File: src/rtl/dispmode_pkg.sv
`timescale 1ns/1ps
package dispmode_pkg;
  localparam int DW       = 16;
  localparam int SW       = DW + 2;
  localparam int NUM_RW   = 10;
  localparam int NUM_REG  = 11;
  localparam int MAX_RES  = 4096;
  localparam int CAP_BPP  = 32;

  localparam logic [DW-1:0] IDX_ID    = 16'd0;
  localparam logic [DW-1:0] IDX_XRES  = 16'd1;
  localparam logic [DW-1:0] IDX_YRES  = 16'd2;
  localparam logic [DW-1:0] IDX_BPP   = 16'd3;
  localparam logic [DW-1:0] IDX_EN    = 16'd4;
  localparam logic [DW-1:0] IDX_BANK  = 16'd5;
  localparam logic [DW-1:0] IDX_VW    = 16'd6;
  localparam logic [DW-1:0] IDX_VH    = 16'd7;
  localparam logic [DW-1:0] IDX_XOFF  = 16'd8;
  localparam logic [DW-1:0] IDX_YOFF  = 16'd9;
  localparam logic [DW-1:0] IDX_MEM   = 16'd10;

  localparam logic [DW-1:0] ID_LO     = 16'hB0C0;
  localparam logic [DW-1:0] ID_HI     = 16'hB0C5;

  localparam int EN_ON  = 0;
  localparam int EN_CAP = 1;
endpackage

File: src/rtl/dispmode_fit.sv
`timescale 1ns/1ps
module dispmode_fit
  import dispmode_pkg::*;
#(
  parameter int unsigned FB_BYTES = 32'h0080_0000
) (
  input  logic [DW-1:0] xres_i,
  input  logic [DW-1:0] yres_i,
  output logic          fit_o
);
  localparam int PW = 2*DW + 2;

  logic [PW-1:0] bytes;
  logic          x_ok, y_ok, sz_ok;

  always_comb begin
    bytes = PW'(xres_i) * PW'(yres_i);
    bytes = bytes << 2;
    x_ok  = xres_i <= DW'(MAX_RES);
    y_ok  = yres_i <= DW'(MAX_RES);
    sz_ok = bytes <= PW'(FB_BYTES);
    fit_o = x_ok && y_ok && sz_ok;
  end
endmodule

File: src/rtl/dispmode_geom.sv
`timescale 1ns/1ps
module dispmode_geom
  import dispmode_pkg::*;
#(
  parameter int unsigned FB_BYTES    = 32'h0080_0000,
  parameter int unsigned INIT_WIDTH  = 1920,
  parameter int unsigned INIT_HEIGHT = 1080
) (
  input  logic          clk_i,
  input  logic          rst_ni,
  input  logic          load_i,
  input  logic [DW-1:0] xres_i,
  input  logic [DW-1:0] yres_i,
  output logic [DW-1:0] width_o,
  output logic [DW-1:0] height_o,
  output logic [SW-1:0] stride_o
);
  localparam logic [DW-1:0] W0 = DW'(INIT_WIDTH);
  localparam logic [DW-1:0] H0 = DW'(INIT_HEIGHT);
  localparam logic [SW-1:0] S0 = SW'(INIT_WIDTH) << 2;

  logic fit;

  dispmode_fit #(.FB_BYTES(FB_BYTES)) u_fit (
    .xres_i (xres_i),
    .yres_i (yres_i),
    .fit_o  (fit)
  );

  always_ff @(posedge clk_i or negedge rst_ni) begin
    if (!rst_ni) begin
      width_o  <= W0;
      height_o <= H0;
      stride_o <= S0;
    end else if (load_i && fit) begin
      width_o  <= xres_i;
      height_o <= yres_i;
      stride_o <= SW'(xres_i) << 2;
    end
  end

  AST_GEOM_HOLD: assert property (@(posedge clk_i) disable iff (!rst_ni)
    !load_i |=> $stable(width_o) && $stable(height_o) && $stable(stride_o));
  AST_GEOM_LOAD: assert property (@(posedge clk_i) disable iff (!rst_ni)
    (load_i && xres_i <= DW'(MAX_RES) && yres_i <= DW'(MAX_RES) && xres_i == 16'd1 && yres_i == 16'd1)
    |=> width_o == 16'd1 && height_o == 16'd1);
  AST_GEOM_BIG: assert property (@(posedge clk_i) disable iff (!rst_ni)
    (load_i && xres_i > DW'(MAX_RES)) |=> $stable(width_o));
endmodule

File: src/rtl/dispmode_regs.sv
`timescale 1ns/1ps
module dispmode_regs
  import dispmode_pkg::*;
#(
  parameter int unsigned FB_BYTES    = 32'h0080_0000,
  parameter int unsigned INIT_WIDTH  = 1920,
  parameter int unsigned INIT_HEIGHT = 1080
) (
  input  logic          clk_i,
  input  logic          rst_ni,
  input  logic          sel_i,
  input  logic          we_i,
  input  logic          off_i,
  input  logic [15:0]   wdata_i,
  output logic [15:0]   rdata_o,
  output logic [15:0]   act_width_o,
  output logic [15:0]   act_height_o,
  output logic [17:0]   act_stride_o
);
  localparam logic [DW-1:0] MEM_UNITS = DW'(FB_BYTES >> 16);

  logic [DW-1:0] idx_q;
  logic [DW-1:0] regs_q [NUM_RW];
  logic          wr_ptr, wr_dat, mode_set, id_ok;
  logic [SW-1:0] stride;

  assign wr_ptr   = sel_i && we_i && !off_i;
  assign wr_dat   = sel_i && we_i && off_i;
  assign id_ok    = (wdata_i >= ID_LO) && (wdata_i <= ID_HI);
  assign mode_set = wr_dat && (idx_q == IDX_EN) && wdata_i[EN_ON] && !regs_q[4][EN_ON];

  always_ff @(posedge clk_i or negedge rst_ni) begin
    if (!rst_ni) begin
      idx_q <= '0;
      for (int i = 0; i < NUM_RW; i++) regs_q[i] <= (i == 0) ? ID_HI : '0;
    end else begin
      if (wr_ptr) idx_q <= wdata_i;
      if (wr_dat) begin
        case (idx_q)
          IDX_ID: if (id_ok) regs_q[0] <= wdata_i;
          IDX_EN: begin
            regs_q[4] <= wdata_i;
            if (mode_set) begin
              regs_q[6] <= regs_q[1];
              regs_q[7] <= regs_q[2];
              regs_q[8] <= '0;
              regs_q[9] <= '0;
            end
          end
          IDX_XRES, IDX_YRES, IDX_BPP, IDX_BANK,
          IDX_VW, IDX_VH, IDX_XOFF, IDX_YOFF: regs_q[idx_q[3:0]] <= wdata_i;
          default: ;
        endcase
      end
    end
  end

  dispmode_geom #(
    .FB_BYTES    (FB_BYTES),
    .INIT_WIDTH  (INIT_WIDTH),
    .INIT_HEIGHT (INIT_HEIGHT)
  ) u_geom (
    .clk_i    (clk_i),
    .rst_ni   (rst_ni),
    .load_i   (mode_set),
    .xres_i   (regs_q[1]),
    .yres_i   (regs_q[2]),
    .width_o  (act_width_o),
    .height_o (act_height_o),
    .stride_o (stride)
  );
  assign act_stride_o = stride;

  // capability override takes priority over stored values for 1..3
  always_comb begin
    rdata_o = '0;
    if (!off_i) begin
      rdata_o = idx_q;
    end else if (regs_q[4][EN_CAP] && idx_q == IDX_XRES) begin
      rdata_o = act_width_o;
    end else if (regs_q[4][EN_CAP] && idx_q == IDX_YRES) begin
      rdata_o = act_height_o;
    end else if (regs_q[4][EN_CAP] && idx_q == IDX_BPP) begin
      rdata_o = DW'(CAP_BPP);
    end else if (idx_q == IDX_MEM) begin
      rdata_o = MEM_UNITS;
    end else if (idx_q < DW'(NUM_RW)) begin
      rdata_o = regs_q[idx_q[3:0]];
    end
  end

  AST_ID_RANGE: assert property (@(posedge clk_i) disable iff (!rst_ni)
    regs_q[0] >= ID_LO && regs_q[0] <= ID_HI);
  AST_VIRT_SEED: assert property (@(posedge clk_i) disable iff (!rst_ni)
    mode_set |=> regs_q[6] == $past(regs_q[1]) && regs_q[7] == $past(regs_q[2]));
  AST_PAN_CLEAR: assert property (@(posedge clk_i) disable iff (!rst_ni)
    mode_set |=> regs_q[8] == '0 && regs_q[9] == '0);
  AST_EN_STORE: assert property (@(posedge clk_i) disable iff (!rst_ni)
    (wr_dat && idx_q == IDX_EN) |=> regs_q[4] == $past(wdata_i));
  AST_OOR_READ: assert property (@(posedge clk_i) disable iff (!rst_ni)
    (sel_i && !we_i && off_i && idx_q >= DW'(NUM_REG)) |-> rdata_o == '0);
endmodule

File: config.mk
export PLATFORM = sky130hd
export DESIGN_NAME = dispmode_regs
export DESIGN_NICKNAME = d
export VERILOG_FILES = /design/src/rtl/dispmode_pkg.sv /design/src/rtl/dispmode_fit.sv /design/src/rtl/dispmode_geom.sv /design/src/rtl/dispmode_regs.sv
export SDC_FILE = /design/constraint.sdc
export NUM_CORES = 1
export LEC_CHECK = 0
export BUFFER_PORTS_ARGS = -buffer_cell sky130_fd_sc_hd__buf_4
export CORE_MARGIN = 1
export CORE_UTILIZATION = 50
export DETAILED_ROUTE_END_ITERATION = 8
export GPL_ROUTABILITY_DRIVEN = 0
export GPL_TIMING_DRIVEN = 0
export PLACE_DENSITY = 0.76
export RECOVER_POWER = 25
export SLEW_MARGIN = 25
export SYNTH_ARGS = -nofsm -noshare
export SYNTH_HDL_FRONTEND = slang
export SYNTH_SLANG_ARGS = --single-unit
File: constraint.sdc
create_clock -name clk_i -period 10.7 [get_ports clk_i]
set_input_delay 1.605 -clock clk_i [delete_from_list [all_inputs] [get_ports clk_i]]
set_output_delay 1.605 -clock clk_i [all_outputs]
set_load 0.01 [all_outputs]
==> flow_summary.yaml <==
setup_path:
  r2r_start: "regs_q[138]$_DFFE_PN0P_"
  worstReg2RegEnd: "u_geom.height_o[9]$_DFFE_PN0P_"
  critPathLaunchType: "flop"
  max_stage_delay_ns: 0.76
  crit_type: "flop to flop"
  crit_cells: 22
  cp_common_cell: "fa_1"
  critical_path.endpoint: "u_geom.height_o[9]$_DFFE_PN0P_"
  cp.arrival_ns: 8.90
  path_buf_inv: 6
  path_max_fanout: 10
  endpoint_kind: "flop"
  crit_chain: "clkbuf_1 -> clkbuf_1 -> nand2_1 -> fa_1 -> fa_1 -> inv_1 -> fa_1 -> inv_1 -> fa_1 -> fa_1 -> fa_1 -> inv_1 -> ha_1 -> nand4_1 -> nor3_1 -> o31a_1 -> o211ai_1 -> mux2_2 -> nor4_4 -> o2111ai_4 -> buf_6 -> mux2_4"
  ff2ff_path_depth: 22
  required_ns: 11.08
  rrSetupSlack_ns: 2.18
  cp_top_family: "adder cells"
  crit_start: "regs_q[138]$_DFFE_PN0P_"
  crit_path_top_delay_cell: "clkbuf_1"
routing:
  drt_pass1_iterations: 5
  drc: 0
  drt_iter0_drc: 1211
  routedWlPerCell_um: 21.4
  vias_per_cell: 5.95
  totalWireLength_mm: 54.7
  num_vias: 15191
  ant_nets: 0
synth:
  syn_inst: 1927
  syn_area_per_cell_um2: 9.83
  ys.warnings.count: 0
  synth_edf_count: 0
  ys_seq_area_frac: 0.276
  synth_top_area_share: 0.255
  yosys.area.top_type: "dfrtp_1"
  synthFlopType: "dfrtp_1"
  syn_area_um2: 18900
  ys_types: 77
  async_reset_ff_frac: 1.00
  ys_ff_latch: 208
  synth.area.top_cells: "dfrtp_1, fa_1, mux2_2"
cells_and_area:
  antenna-diode-count: 0
  nFillCells: 3149
  final_nets: 2353
  area_growth_pct: 10.4
  drive_above_1_share: 0.169
cts:
  post_cts_buffers: 0
  clock-sinks: 208
  cts_buffers: 21
  clk_latency_ns: 0.51
  root_buffer: "clkbuf_16"
  cts_resized: 0
  clockBufferDepth: 3
  cts_tree: "built"
  cts_max_level: 1
  hold_buffers: 0
  clkTransAtPathRegs_ns: 0.06
floorplanning:
  io_pins: 87
  die-area_um2: 38700
  initial_core_util: 0.512
  fp.dieH_um: 197
  core_area_um2: 37000
  rows: 70
  die_x_um: 197
sta:
  fin_hold_ws_ns: 0.481
  hold_viol: 0
  slew_headroom: -1.44
  post-route-min-period_ns: 8.52
  tns_ns: 0
  fmax_ghz: 0.117
  rsz0062_at_grt: "false"
  worst_pin_slew_ns: 3.66
  clock_skew_ns: 0.0175
  drv_slew: 136
  setup_viol: 0
  post-route-period-util: 0.796
global_route:
  grtUsageTotal: 0.290
  grt_max_degree: 76
  grt_pass1_wl_mm: 87.1
  grt_antenna_before_repair: 0
  first_global_vias: 15779
  gr-total-overflow: 0
outcome:
  status: "finished, violations left"
  failed_checks: "max-capacitance violations, max-slew violations"
flow_run:
  drv_cap: 2
min_path:
  hold_class: "flop to flop"
pwr:
  ir_worst_vdd_mv: 0.0973
  total_leakage_power_nw: 9.41
  powerDensity_nw_per_um2: 83.8
place:
  numPortBuffers: 81
  hpwl_mm: 42.7
-- kinds of logic (layout without fill, tap and decap cells) --
group / after synthesis / after routing / share of synthesized area
mux: 181 / 181 / 0.131
compound gates: 268 / 268 / 0.0883
xor+xnor: 12 / 12 / 0.00555
simple gates: 607 / 607 / 0.150
buf+inv: 352 / 472 / 0.0756
other cells: 1 / 2 / 0.000198
fa+ha+maj: 298 / 298 / 0.274
flops: 208 / 208 / 0.276
-- state kept, by name (all words and copies together), names as in the netlist --
| register | flops |
|---|---|
| idx_q | 16 |
| u_geom.height_o | 16 |
| u_geom.width_o | 16 |
| regs_q | 160 |
-- worst min-delay path: stages, from the launching register on --
cell and delay (ns):
dfrtp_1 0.34, nand2_1 0.05, o21ai_0 0.06
-- final cells by class --
class	instances	area, um^2	area share
Buffer	160	711	0.0340
Clock inverter	6	87.6	0.00419
Timing Repair Buffer	83	636	0.0304
Sequential cell	208	5220	0.250
Tap cell	504	631	0.0302
Multi-Input combinational cell	1368	12300	0.589
Inverter	192	721	0.0345
Clock buffer	31	593	0.0284
-- per-layer routing --
layer	global-route usage	up-vias	wire [um]
met5	0	-	0
met4	0.130	0	2700
met3	0.0474	169	4960
met2	0.471	831	25500
met1	0.384	7576	21500
li1	-	6615	-
-- power by group --
| part | switching (W) | internal (W) | total (W) |
|---|---|---|---|
| Clock | 0.000307 | 0.000434 | 0.000741 |
| Sequential | 0.0000111 | 0.000802 | 0.000813 |
| Combinational | 0.000129 | 0.0000695 | 0.000199 |
-- stage by stage --
stage	utilization	total power [W]	instance area [um^2]	setup WS, ns	cells
2_1_floorplan	-	0.000937	18900	3.86	1928
3_3_place_gp	0.546	0.00102	20200	2.50	2513
3_5_place_dp	0.548	0.00102	20300	2.36	2515
4_1_cts	0.566	0.00175	20900	2.32	2552
5_1_grt	0.566	0.00180	20900	1.83	2552
6_report	0.566	0.00175	20900	2.18	2552
-- worst min path at each step --
stage / startpoint / end / slack, ns / cells after the start
detailed placement: regs_q[53]$_DFFE_PN0P_ / regs_q[53]$_DFFE_PN0P_ / 0.47 / 2
finish: regs_q[53]$_DFFE_PN0P_ / regs_q[53]$_DFFE_PN0P_ / 0.48 / 2
global placement: regs_q[52]$_DFFE_PN0P_ / regs_q[52]$_DFFE_PN0P_ / 0.46 / 2
CTS: regs_q[53]$_DFFE_PN0P_ / regs_q[53]$_DFFE_PN0P_ / 0.48 / 2
floorplan: regs_q[50]$_DFFE_PN0P_ / regs_q[50]$_DFFE_PN0P_ / 0.44 / 2
global route: regs_q[45]$_DFFE_PN0P_ / regs_q[45]$_DFFE_PN0P_ / 0.51 / 2
-- placed cells by master, fill, tap and decap left out, drive strengths merged, types with 7 or more instances in the layout --
cell type / instances
and3: 9
nand2: 302
nand4: 11
o21ai: 91
clkbuf: 158
xnor2: 9
ha: 104
nor2: 69
mux2: 140
inv: 194
buf: 116
dfstp: 15
dfrtp: 193
nor3: 22
and2: 88
a22oi: 7
o22ai: 10
nor4: 12
a21oi: 84
fa: 194
nand3: 51
mux2i: 9
a21o: 9
mux4: 32
a221oi: 11
nor2b: 14
-- cell usage after synthesis (14+ instances only) --
| master | number |
|---|---|
| dfstp_2 | 15 |
| mux2_4 | 24 |
| ha_1 | 104 |
| dfrtp_1 | 193 |
| and2_1 | 86 |
| inv_1 | 192 |
| buf_4 | 19 |
| a21oi_1 | 84 |
| nor2b_1 | 14 |
| mux2_2 | 116 |
| nand3_1 | 51 |
| nor2_1 | 69 |
| nand2_1 | 302 |
| nor3_1 | 21 |
| mux4_2 | 32 |
| o21ai_0 | 88 |
| fa_1 | 194 |
| clkbuf_1 | 124 |
Power figures use the tool's default switching activity.
